==> src/rtl/hwmon_ctrl_reg.sv <==
module hwmon_ctrl_reg #(
  parameter int ADDR_W = 8,
  parameter logic [ADDR_W-1:0] CFG_ADDR = 'h40,
  parameter int CLK_HZ = 250_000_000,
  parameter int PULSE_MS = 10
) (
  input  logic              clk,
  input  logic              rst_n,
  input  logic              wr_en,
  input  logic [ADDR_W-1:0] wr_addr,
  input  logic [7:0]        wr_data,
  input  logic              irq_req,
  input  logic              rst_mode,
  output logic [7:0]        cfg_value,
  output logic              mon_run,
  output logic              irq_out,
  output logic              irq_od,
  output logic              rst_out,
  output logic              ci_clr,
  output logic              gpo,
  output logic              init_strobe
);
  localparam int PULSE_CYC = CLK_HZ / 1000 * PULSE_MS;
  localparam int CNT_W = $clog2(PULSE_CYC + 1);
  localparam logic [7:0] CFG_RST  = 8'h08;
  localparam logic [7:0] CFG_KEEP = 8'h4F;

  logic [7:0]       cfg_q;
  logic [CNT_W-1:0] cnt_q;

  wire hit        = wr_en && (wr_addr == CFG_ADDR);
  wire do_init    = hit && wr_data[7];
  wire pulse_trig = hit && !wr_data[7] && wr_data[4] && rst_mode;
  wire ci_trig    = hit && !wr_data[7] && wr_data[5];

  always_ff @(posedge clk or negedge rst_n) begin
    if (!rst_n) begin
      cfg_q       <= CFG_RST;
      cnt_q       <= '0;
      init_strobe <= 1'b0;
      ci_clr      <= 1'b0;
    end else begin
      init_strobe <= do_init;
      ci_clr      <= ci_trig;
      if (do_init)  cfg_q <= CFG_RST;
      else if (hit) cfg_q <= wr_data & CFG_KEEP;
      if (do_init)             cnt_q <= '0;
      else if (pulse_trig)     cnt_q <= CNT_W'(PULSE_CYC);
      else if (cnt_q != '0)    cnt_q <= cnt_q - CNT_W'(1);
    end
  end

  assign cfg_value = cfg_q;
  assign mon_run   = cfg_q[0] & ~cfg_q[3];
  assign irq_out   = irq_req & cfg_q[1] & ~cfg_q[3];
  assign irq_od    = cfg_q[2];
  assign gpo       = cfg_q[6];
  assign rst_out   = (cnt_q != '0);

  a_r9_init_restores: assert property (@(posedge clk) disable iff (!rst_n)
    do_init |=> (init_strobe && cfg_value == 8'h08 && !rst_out));

  a_r5_pulse_starts: assert property (@(posedge clk) disable iff (!rst_n)
    pulse_trig |=> rst_out);

  a_r6_no_spurious_pulse: assert property (@(posedge clk) disable iff (!rst_n)
    (!rst_out && !pulse_trig) |=> !rst_out);

  a_r7_ci_clear: assert property (@(posedge clk) disable iff (!rst_n)
    ci_trig |=> ci_clr);

  a_r10_other_addr: assert property (@(posedge clk) disable iff (!rst_n)
    (wr_en && wr_addr != CFG_ADDR) |=> ($stable(cfg_value) && !init_strobe && !ci_clr));

  a_r4_clear_gates: assert property (@(posedge clk) disable iff (!rst_n)
    cfg_value[3] |-> (!irq_out && !mon_run));
endmodule

==> config.mk <==
export PLATFORM = sky130hd
export DESIGN_NAME = hwmon_ctrl_reg
export DESIGN_NICKNAME = d
export VERILOG_FILES = /design/src/rtl/hwmon_ctrl_reg.sv
export SDC_FILE = /design/constraint.sdc
export NUM_CORES = 1
export LEC_CHECK = 0
export BUFFER_PORTS_ARGS = -buffer_cell sky130_fd_sc_hd__buf_2
export CAP_MARGIN = 10
export CORE_MARGIN = 1
export CORE_UTILIZATION = 40
export CTS_CLUSTER_SIZE = 30
export DETAILED_ROUTE_END_ITERATION = 10
export GPL_TIMING_DRIVEN = 0
export PLACE_DENSITY_LB_ADDON = 0.3
export SLEW_MARGIN = 20
export SYNTH_ARGS = -nofsm -noshare
export SYNTH_HDL_FRONTEND = slang
export SYNTH_SLANG_ARGS = --single-unit
==> constraint.sdc <==
create_clock -name clk -period 4.85 [get_ports clk]
set_input_delay 0.485 -clock clk [delete_from_list [all_inputs] [get_ports clk]]
set_output_delay 0.485 -clock clk [all_outputs]
set_load 0.02 [all_outputs]
==> results of run 1 <==
==> cells in the mapped netlist (all sizes together) (5+ instances only) <==
| cell | count | area, sq um |
|---|---|---|
| o21ai | 17 | 85.1 |
| nor2 | 7 | 26.3 |
| or4 | 5 | 45.0 |
| a21oi | 15 | 78.8 |
| buf | 8 | 63.8 |
| nor4 | 6 | 37.5 |
| nand2 | 17 | 63.8 |
| or3 | 5 | 36.3 |
| dfrtp | 28 | 701 |
| clkbuf | 5 | 18.8 |
| nor3 | 9 | 50.1 |
==> registers in the layout (all words and copies together) (netlist names) <==
name	count
cfg_value	5
cnt_q	22
ci_clr	1
init_strobe	1
==> critical path: stages (launching register included) <==
cell	delay, ps
dfrtp_1	410
inv_1	100
ha_1	230
or4b_2	700
nor3_2	490
nand2_1	170
buf_2	190
==> logic make-up after synthesis <==
| group | after synthesis |
|---|---|
| XOR/XNOR | 3 |
| adder cells (fa/ha/maj) | 1 |
| AND/OR/NAND/NOR | 71 |
| AO/OA/AOI/OAI | 56 |
| other | 1 |
| buffers and inverters | 16 |
| flip-flops | 29 |
| multiplexers | 1 |
==> layer usage <==
layer	track usage, %	share of wire [%]
met5	0	0
met4	6.38	1.3
met3	4.62	4.8
met2	27.9	45
met1	25.5	49
==> path summary, 6_finish.rpt <==
path                         startpoint      endpoint  slack [ps]  depth (start not counted)
min in group clk             wr_data[7]        ci_clr         410                          2
setup / recovery               cnt_q[0]       rst_out        1790                          6
hold reg to reg            cfg_value[3]  cfg_value[3]         500                          2
max in group asynchronous         rst_n  cfg_value[2]        4200                          1
hold / removal                    rst_n      cnt_q[4]         230                          1
setup reg to reg               cnt_q[0]     cnt_q[17]        2260                          7
==> power by group through the flow <==
stage / Combinational [mW] / Clock (mW) / Sequential [mW]
4_1_cts: 0.170 / 0.263 / 0.322
3_5_place_dp: 0.169 / 0 / 0.327
3_3_place_gp: 0.166 / 0 / 0.325
6_report: 0.171 / 0.260 / 0.323
5_1_grt: 0.191 / 0.272 / 0.331
2_1_floorplan: 0.129 / 0 / 0.316
==> area by class of cell <==
cell class              count  share of cell area, %
plain buffers              13                   4.08
clock buffers               7                   4.27
clock inverters             1                   1.48
inverters                   3                  0.557
multi-input cells         135                   42.7
flip-flops and latches     29                   35.9
well taps                  50                   3.09
repair buffers             32                   7.92
==> results_dict.tcl, run 1 <==
set metrics [dict create \
    finalCritPeriodShare_pct 63.1 \
    p_leak_nw 0.838 \
    worst_setup_path_start_kind "register" \
    rsz0062_at_grt "false" \
    cts-resized-gates 0 \
    clock_skew_ps 3.04 \
    clk_pin_slew_worst_paths_ps 60 \
    synth_seq_area_share_pct 43.4 \
    p_sw_share_pct 29.8 \
    cts_max_level 2 \
    maxSlewHeadroom_pct 52.5 \
    drt-pass1-iter-count 4 \
    design_area_sq_um 2020 \
    drc 0 \
    period_minus_slack_ps 3060 \
    wl_per_cell_microns 13.8 \
    die-area_sq_um 4450 \
    dpl_worst_slack_ps 2120 \
    critical_path_class "register to primary output" \
    n_antenna_cell 0 \
    muxShareOfSynthArea_pct 0.597 \
    ys.warnings.count 0 \
    syn_area_sq_um 1680 \
    final.setup.tns_ps 0 \
    synth_top_family_by_area "simple AND/OR/NAND/NOR gates" \
    layout-drive-gt1-share_pct 27.3 \
    synthFlopType "dfrtp_1" \
    hold_violations 0 \
    peakVddDrop_mv 0.148 \
    dpl_cell_area_sq_um 1910 \
    async_flop_share_pct 100 \
    n_fill_cell 372 \
    cts_hold_buf 0 \
    synth_compound_area_share_pct 22.8 \
    grt_first_pass_wirelength_mm 6.02 \
    die_h_microns 66.7 \
    area_growth_pct 20.7 \
    rows 23 \
    first_iter_violations 60 \
    cts_tree "yes" \
    layout_common_cells "buf_2, dfrtp_1, nand2_1, o21ai_0, a21oi_1" \
    synth_cell_types 51 \
    report.power.total_mw 0.754 \
    grt_usage_pct 18.5 \
    fmax_ghz 0.327 \
    clock-sinks 29 \
    nets 241 \
    dp_hpwl_mm 2.64 \
    vias_per_cell 5.56 \
    numPortBuffers 32 \
    start_util_pct 41.9 \
    seqPwrFrac_pct 42.9 \
    tightest_slew_ps 702 \
    crit_required_ps 4370 \
    comb_power_share_pct 22.6 \
    vias 1501 \
    power_frac_clock_pct 34.5 \
    drv_cap 0 \
    yosys.area_share.simple_pct 25.1 \
    clock_latency_ps 280 \
    syn_area_per_cell_sq_um 9.42 \
    dpl.cell_count 262 \
    core_sq_um 4000 \
    finalSetupViolCount 0 \
    layout.cells.non_filler 270 \
    clockRootBuffer "clkbuf_8" \
    cp-end-kind "primary output" \
    powerDensity_nw_per_um2 373 \
    synth_xor_area_share_pct 1.57 \
    net-switching-power_mw 0.225 \
    grt_max_degree 30 \
    setup_ws_ps 1790 \
    synth-edff-count 0 \
    grt_antenna_before_repair 0 \
    outcome "completed" \
    clock_path_buffers 2 \
    p_int_mw 0.529 \
    holdWs_ps 226 \
    io_pins 36 \
    ys_seq_elements 29 \
    die_w_microns 66.7 \
    layout_commonest_cell "buf_2" \
    drt-total-wl_mm 3.72 \
    critical_path_arrival_ps 2580 \
    drtAntennaViolNets 0 \
    slew_viol_final 0 \
    grt_pass1_vias 1276 \
    hold_path_class "input pin to asynchronous set/reset pin" \
    path_max_fanout 8 \
    seq_area_sq_um 727 \
    synth_cells 178 \
    cts_made_buffers 5 \
    gp_congestion 0.804 \
    synthAdderAreaFrac_pct 0.746 \
    grt-ovfl-total 0 \
    postCtsSetupBuffers 0 \
    utilization_pct 50.6 \
    multi_input_area_sq_um 863 \
]
(Power assumes the default switching activity.)
==> run 2, diff against run 1 <==
Clock period 4.85 ns to 2.76 ns, I/O delays scaled along.
==> run 2 against run 1 <==
Effect of this change:
- register-to-register slack worse by 2100 ps
- highest routed layer unchanged
- critical path depth up 1
- via count up 1.3%
- design area up 1.1%
- clock power up 76%
- flip-flop and latch count unchanged
- worst setup slack worse by 1700 ps
- utilization up 0.53 points
- sequential power up 76%
- clock skew about the same
- total power up 76%
- largest cell class unchanged
==> results_dict.tcl, run 2 (same netlist as run 1, synthesis figures left out) <==
set metrics [dict create \
    outcome "completed" \
    numPortBuffers 32 \
    cp-end-kind "register" \
    vias_per_cell 5.59 \
    cts_max_level 2 \
    finalCritPeriodShare_pct 95.0 \
    grt_antenna_before_repair 0 \
    tightest_slew_ps 701 \
    grt_usage_pct 18.5 \
    drt-pass1-iter-count 4 \
    drtAntennaViolNets 0 \
    vias 1520 \
    drc 0 \
    dr_wl_met2_mm 1.67 \
    rsz0062_at_grt "false" \
    gp_congestion 0.804 \
    wl_per_cell_microns 13.6 \
    multi_input_area_sq_um 870 \
    slowest_delay_ps 730 \
    worst_setup_path_start_kind "register" \
    rows 23 \
    fmax_ghz 0.381 \
    nets 243 \
    die_h_microns 66.7 \
    worst-path-buf-inv 2 \
    hold_violations 0 \
    top_register "cnt_q" \
    clock_path_buffers 2 \
    dpl_worst_slack_ps 203 \
    critical_path_class "register to register" \
    io_pins 36 \
    finalSetupViolCount 0 \
    critical_path_arrival_ps 2780 \
    clockRootBuffer "clkbuf_8" \
    clock-sinks 29 \
    layout_commonest_cell "buf_2" \
    start_util_pct 41.9 \
    setup_ws_ps 137 \
    first_iter_violations 66 \
    clock_skew_ps 2.92 \
    grt_pass1_vias 1276 \
    largest_register_ffs 22 \
    hold_path_class "input pin to asynchronous set/reset pin" \
    cts_hold_buf 0 \
    n_antenna_cell 0 \
    maxSlewHeadroom_pct 52.6 \
    holdWs_ps 18.0 \
    path_max_fanout 10 \
    crit_chain "inv_1, ha_1, or4b_2, or3_1, clkbuf_1, o22ai_2, o41ai_1" \
    topRoutingLayerUsed "met4" \
    grt_max_degree 30 \
    drv_cap 0 \
    cts_made_buffers 5 \
    p_leak_nw 0.864 \
    wl_met3_microns 193 \
    grt_first_pass_wirelength_mm 6.02 \
    period_minus_slack_ps 2620 \
    drt-total-wl_mm 3.71 \
    n_fill_cell 369 \
    core_sq_um 4000 \
    layout_common_cells "buf_2, dfrtp_1, nand2_1, o21ai_0, a21oi_1" \
    clock_latency_ps 280 \
    dpl.cell_count 262 \
    powerDensity_nw_per_um2 649 \
    cts_tree "yes" \
    final.setup.tns_ps 0 \
    m1WireLength_mm 1.80 \
    die-area_sq_um 4450 \
    layout.cells.non_filler 272 \
    clk_pin_slew_worst_paths_ps 60 \
    grt-ovfl-total 0 \
    area_growth_pct 21.9 \
    peakVddDrop_mv 0.261 \
    dp_hpwl_mm 2.64 \
    crit_family "simple AND/OR/NAND/NOR gates" \
    layout-drive-gt1-share_pct 27.9 \
    slowest_stage "or4b_2" \
    slew_viol_final 0 \
    crit_required_ps 2920 \
    die_w_microns 66.7 \
    seq_area_sq_um 727 \
]
[run 2: cell type report]
cell class / count / area share [%]
Buffer: 13 / 4.04
Clock buffer: 7 / 4.22
Clock inverter: 1 / 1.47
Inverter: 3 / 0.551
Multi-Input combinational cell: 135 / 42.5
Sequential cell: 29 / 35.6
Tap cell: 50 / 3.06
Timing Repair Buffer: 34 / 8.57
[run 2: worst register-to-register path, stage by stage, from the launching register on]
cell and delay [ps]:
dfrtp_1 410, inv_1 100, ha_1 230, or4b_2 730, or3_1 350, clkbuf_1 240, o22ai_2 330, o41ai_1 120
[run 2: layer usage]
layer	track usage [%]	up-vias
met1	25.5	710
met3	4.62	6
li1	-	755
met4	6.38	0
met5	0	-
met2	27.9	49
[run 2: through the flow]
| step | total power [mW] | utilization, % | area [sq um] |
|---|---|---|---|
| after floorplan | 0.783 | - | 1680 |
| after global placement | 0.863 | 47.7 | 1910 |
| after detailed placement | 0.872 | 47.7 | 1910 |
| after CTS | 1.33 | 50.7 | 2030 |
| after global routing | 1.40 | 51.1 | 2040 |
| final | 1.33 | 51.1 | 2040 |
[run 2: worst paths after layout]
kind                              startpoint           end  slack (ps)  depth (start not counted)
min in group clk                  wr_data[7]        ci_clr         200                          2
worst min register to register  cfg_value[3]  cfg_value[3]         500                          2
max in group asynchronous              rst_n  cfg_value[2]        2320                          1
worst min-delay path                   rst_n      cnt_q[1]          20                          1
worst max register to register      cnt_q[0]     cnt_q[16]         140                          7
worst max-delay path                cnt_q[0]     cnt_q[16]         140                          7
[run 2: power by group]
group	leakage, nW	total [mW]	internal (mW)	switching (mW)
logic	0.450	0.302	0.145	0.156
registers	0.355	0.569	0.490	0.0783
clock network	0.0585	0.458	0.294	0.164
[run 2: timing repair]
| action | CTS | global route |
|---|---|---|
| endpoints found under the setup margin | 1 | 1 |
| pin swaps | 0 | 1 |
| resized for setup | 1 | 0 |
| endpoints found under the hold margin | 0 | 0 |
| buffers inserted | 0 | 2 |
==> run 3, diff against run 2 <==
Settings changed: SETUP_SLACK_MARGIN set to 0.3.
==> run 3 against run 2 <==
Effect of this change:
- maximum frequency grew 11%
- wire length increased by 3.0%
- critical endpoint is now rst_out
- critical path type is now register to primary output
- sequential share of layout area down 0.47 points
==> results_dict.tcl, run 3 (same netlist as run 1, synthesis figures left out) <==
set metrics [dict create \
    vias_per_cell 5.62 \
    dpl_cell_area_sq_um 1910 \
    die_w_microns 66.7 \
    critical_path_class "register to primary output" \
    grt_max_degree 30 \
    largest_register_ffs 22 \
    hold_violations 0 \
    layout_commonest_cell "buf_2" \
    grt_first_pass_wirelength_mm 6.20 \
    hold_path_class "input pin to asynchronous set/reset pin" \
    clock_path_buffers 2 \
    fmax_ghz 0.425 \
    drv_cap 0 \
    path_max_fanout 5 \
    nets 242 \
    cp-end-kind "primary output" \
    powerDensity_nw_per_um2 652 \
    slew_viol_final 0 \
    n_antenna_cell 0 \
    p_leak_nw 0.872 \
    layout-drive-gt1-share_pct 30.3 \
    critical_path_arrival_ps 2080 \
    core_sq_um 4000 \
    cts_tree "yes" \
    clk_pin_slew_worst_paths_ps 60 \
    rsz0062_at_grt "false" \
    cts_max_level 2 \
    rows 23 \
    area_growth_pct 23.6 \
    r2r_cells 7 \
    clockRootBuffer "clkbuf_8" \
    period_minus_slack_ps 2360 \
    rrSetupSlack_ps 430 \
    first_iter_violations 70 \
    multi_input_area_sq_um 902 \
    seq_area_sq_um 727 \
    finalSetupViolCount 0 \
    numPortBuffers 32 \
    worst_setup_path_start_kind "register" \
    drtAntennaViolNets 0 \
    n_fill_cell 369 \
    peakVddDrop_mv 0.262 \
    slowest_stage "or4b_4" \
    finalCritPeriodShare_pct 85.3 \
    wl_per_cell_microns 14.1 \
    crit_required_ps 2480 \
    clock_latency_ps 280 \
    design_area_sq_um 2070 \
    layout_common_cells "buf_2, dfrtp_1, nand2_1" \
    start_util_pct 41.9 \
    io_pins 36 \
    tightest_slew_ps 719 \
    slowest_delay_ps 540 \
    cts_made_buffers 5 \
    drt-pass1-iter-count 4 \
    top_register "cnt_q" \
    report.power.total_mw 1.35 \
    grt_usage_pct 19.0 \
    grt-ovfl-total 0 \
    outcome "completed" \
    final.setup.tns_ps 0 \
    vias 1523 \
    die-area_sq_um 4450 \
    drt-total-wl_mm 3.82 \
    dp_hpwl_mm 2.64 \
    drc 0 \
    gp_congestion 0.804 \
    maxSlewHeadroom_pct 52.1 \
    grt_antenna_before_repair 0 \
    r2r_end "cnt_q[16]" \
    crit_chain "inv_1, ha_1, or4b_4, nor3_4, nand2_1, buf_2" \
    die_h_microns 66.7 \
    clock-sinks 29 \
    clock_skew_ps 4.01 \
    grt_pass1_vias 1318 \
    r2r-start "cnt_q[0]" \
    setup_ws_ps 405 \
    dpl_worst_slack_ps 203 \
]
run 3: stage by stage:
| step | utilization, % | cells | hold WS, ps |
|---|---|---|---|
| floorplan | - | 180 | -19.6 |
| global placement | 47.7 | 262 | 350 |
| detailed placement | 47.7 | 262 | 347 |
| CTS | 51.5 | 271 | 44.1 |
| global route | 51.8 | 271 | 69.8 |
| finish | 51.8 | 271 | 16.0 |
run 3: how the worst max path moves through the flow:
stage / to / slack (ps) / from
floorplan: cnt_q[1] / 470 / cnt_q[0]
global placement: cnt_q[16] / 220 / cnt_q[0]
detailed placement: cnt_q[17] / 200 / cnt_q[0]
CTS: cnt_q[20] / 390 / cnt_q[0]
global route: rst_out / 330 / cnt_q[0]
finish: rst_out / 400 / cnt_q[0]
run 3: layer usage:
layer  track usage [%]  share of wire, %  vias to the layer above
met3              4.62               4.5                        6
li1                  -                 -                      760
met1              25.4                49                      712
met2              29.5                45                       45
met4              6.91               1.3                        0
met5                 0                 0                        -
run 3: final cells by class:
class | instances | share of cell area, %
flip-flops and latches | 29 | 35.1
multi-input cells | 135 | 43.5
clock inverters | 1 | 1.45
inverters | 3 | 0.543
repair buffers | 33 | 8.09
plain buffers | 13 | 4.11
clock buffers | 7 | 4.17
well taps | 50 | 3.02
run 3: worst max-delay path: cells and delay by family, from the launching register on:
kind,cells,cell delay [ps]
flip-flops,1,410
buffers and inverters,2,280
AND/OR/NAND/NOR,3,850
adder cells (fa/ha/maj),1,240
run 3: power breakdown:
part / total [mW] / internal [mW] / switching [mW]
combinational: 0.313 / 0.151 / 0.161
sequential: 0.579 / 0.490 / 0.0886
clock: 0.459 / 0.294 / 0.165
total: 1.35 / 0.936 / 0.414
run 3: repair_timing:
item	in CTS	in global routing
endpoints found under the setup margin	10	3
hold buffers	0	0
pin swaps	1	0
resized for setup	6	5
hold endpoints to repair	0	0
buffers inserted	1	0
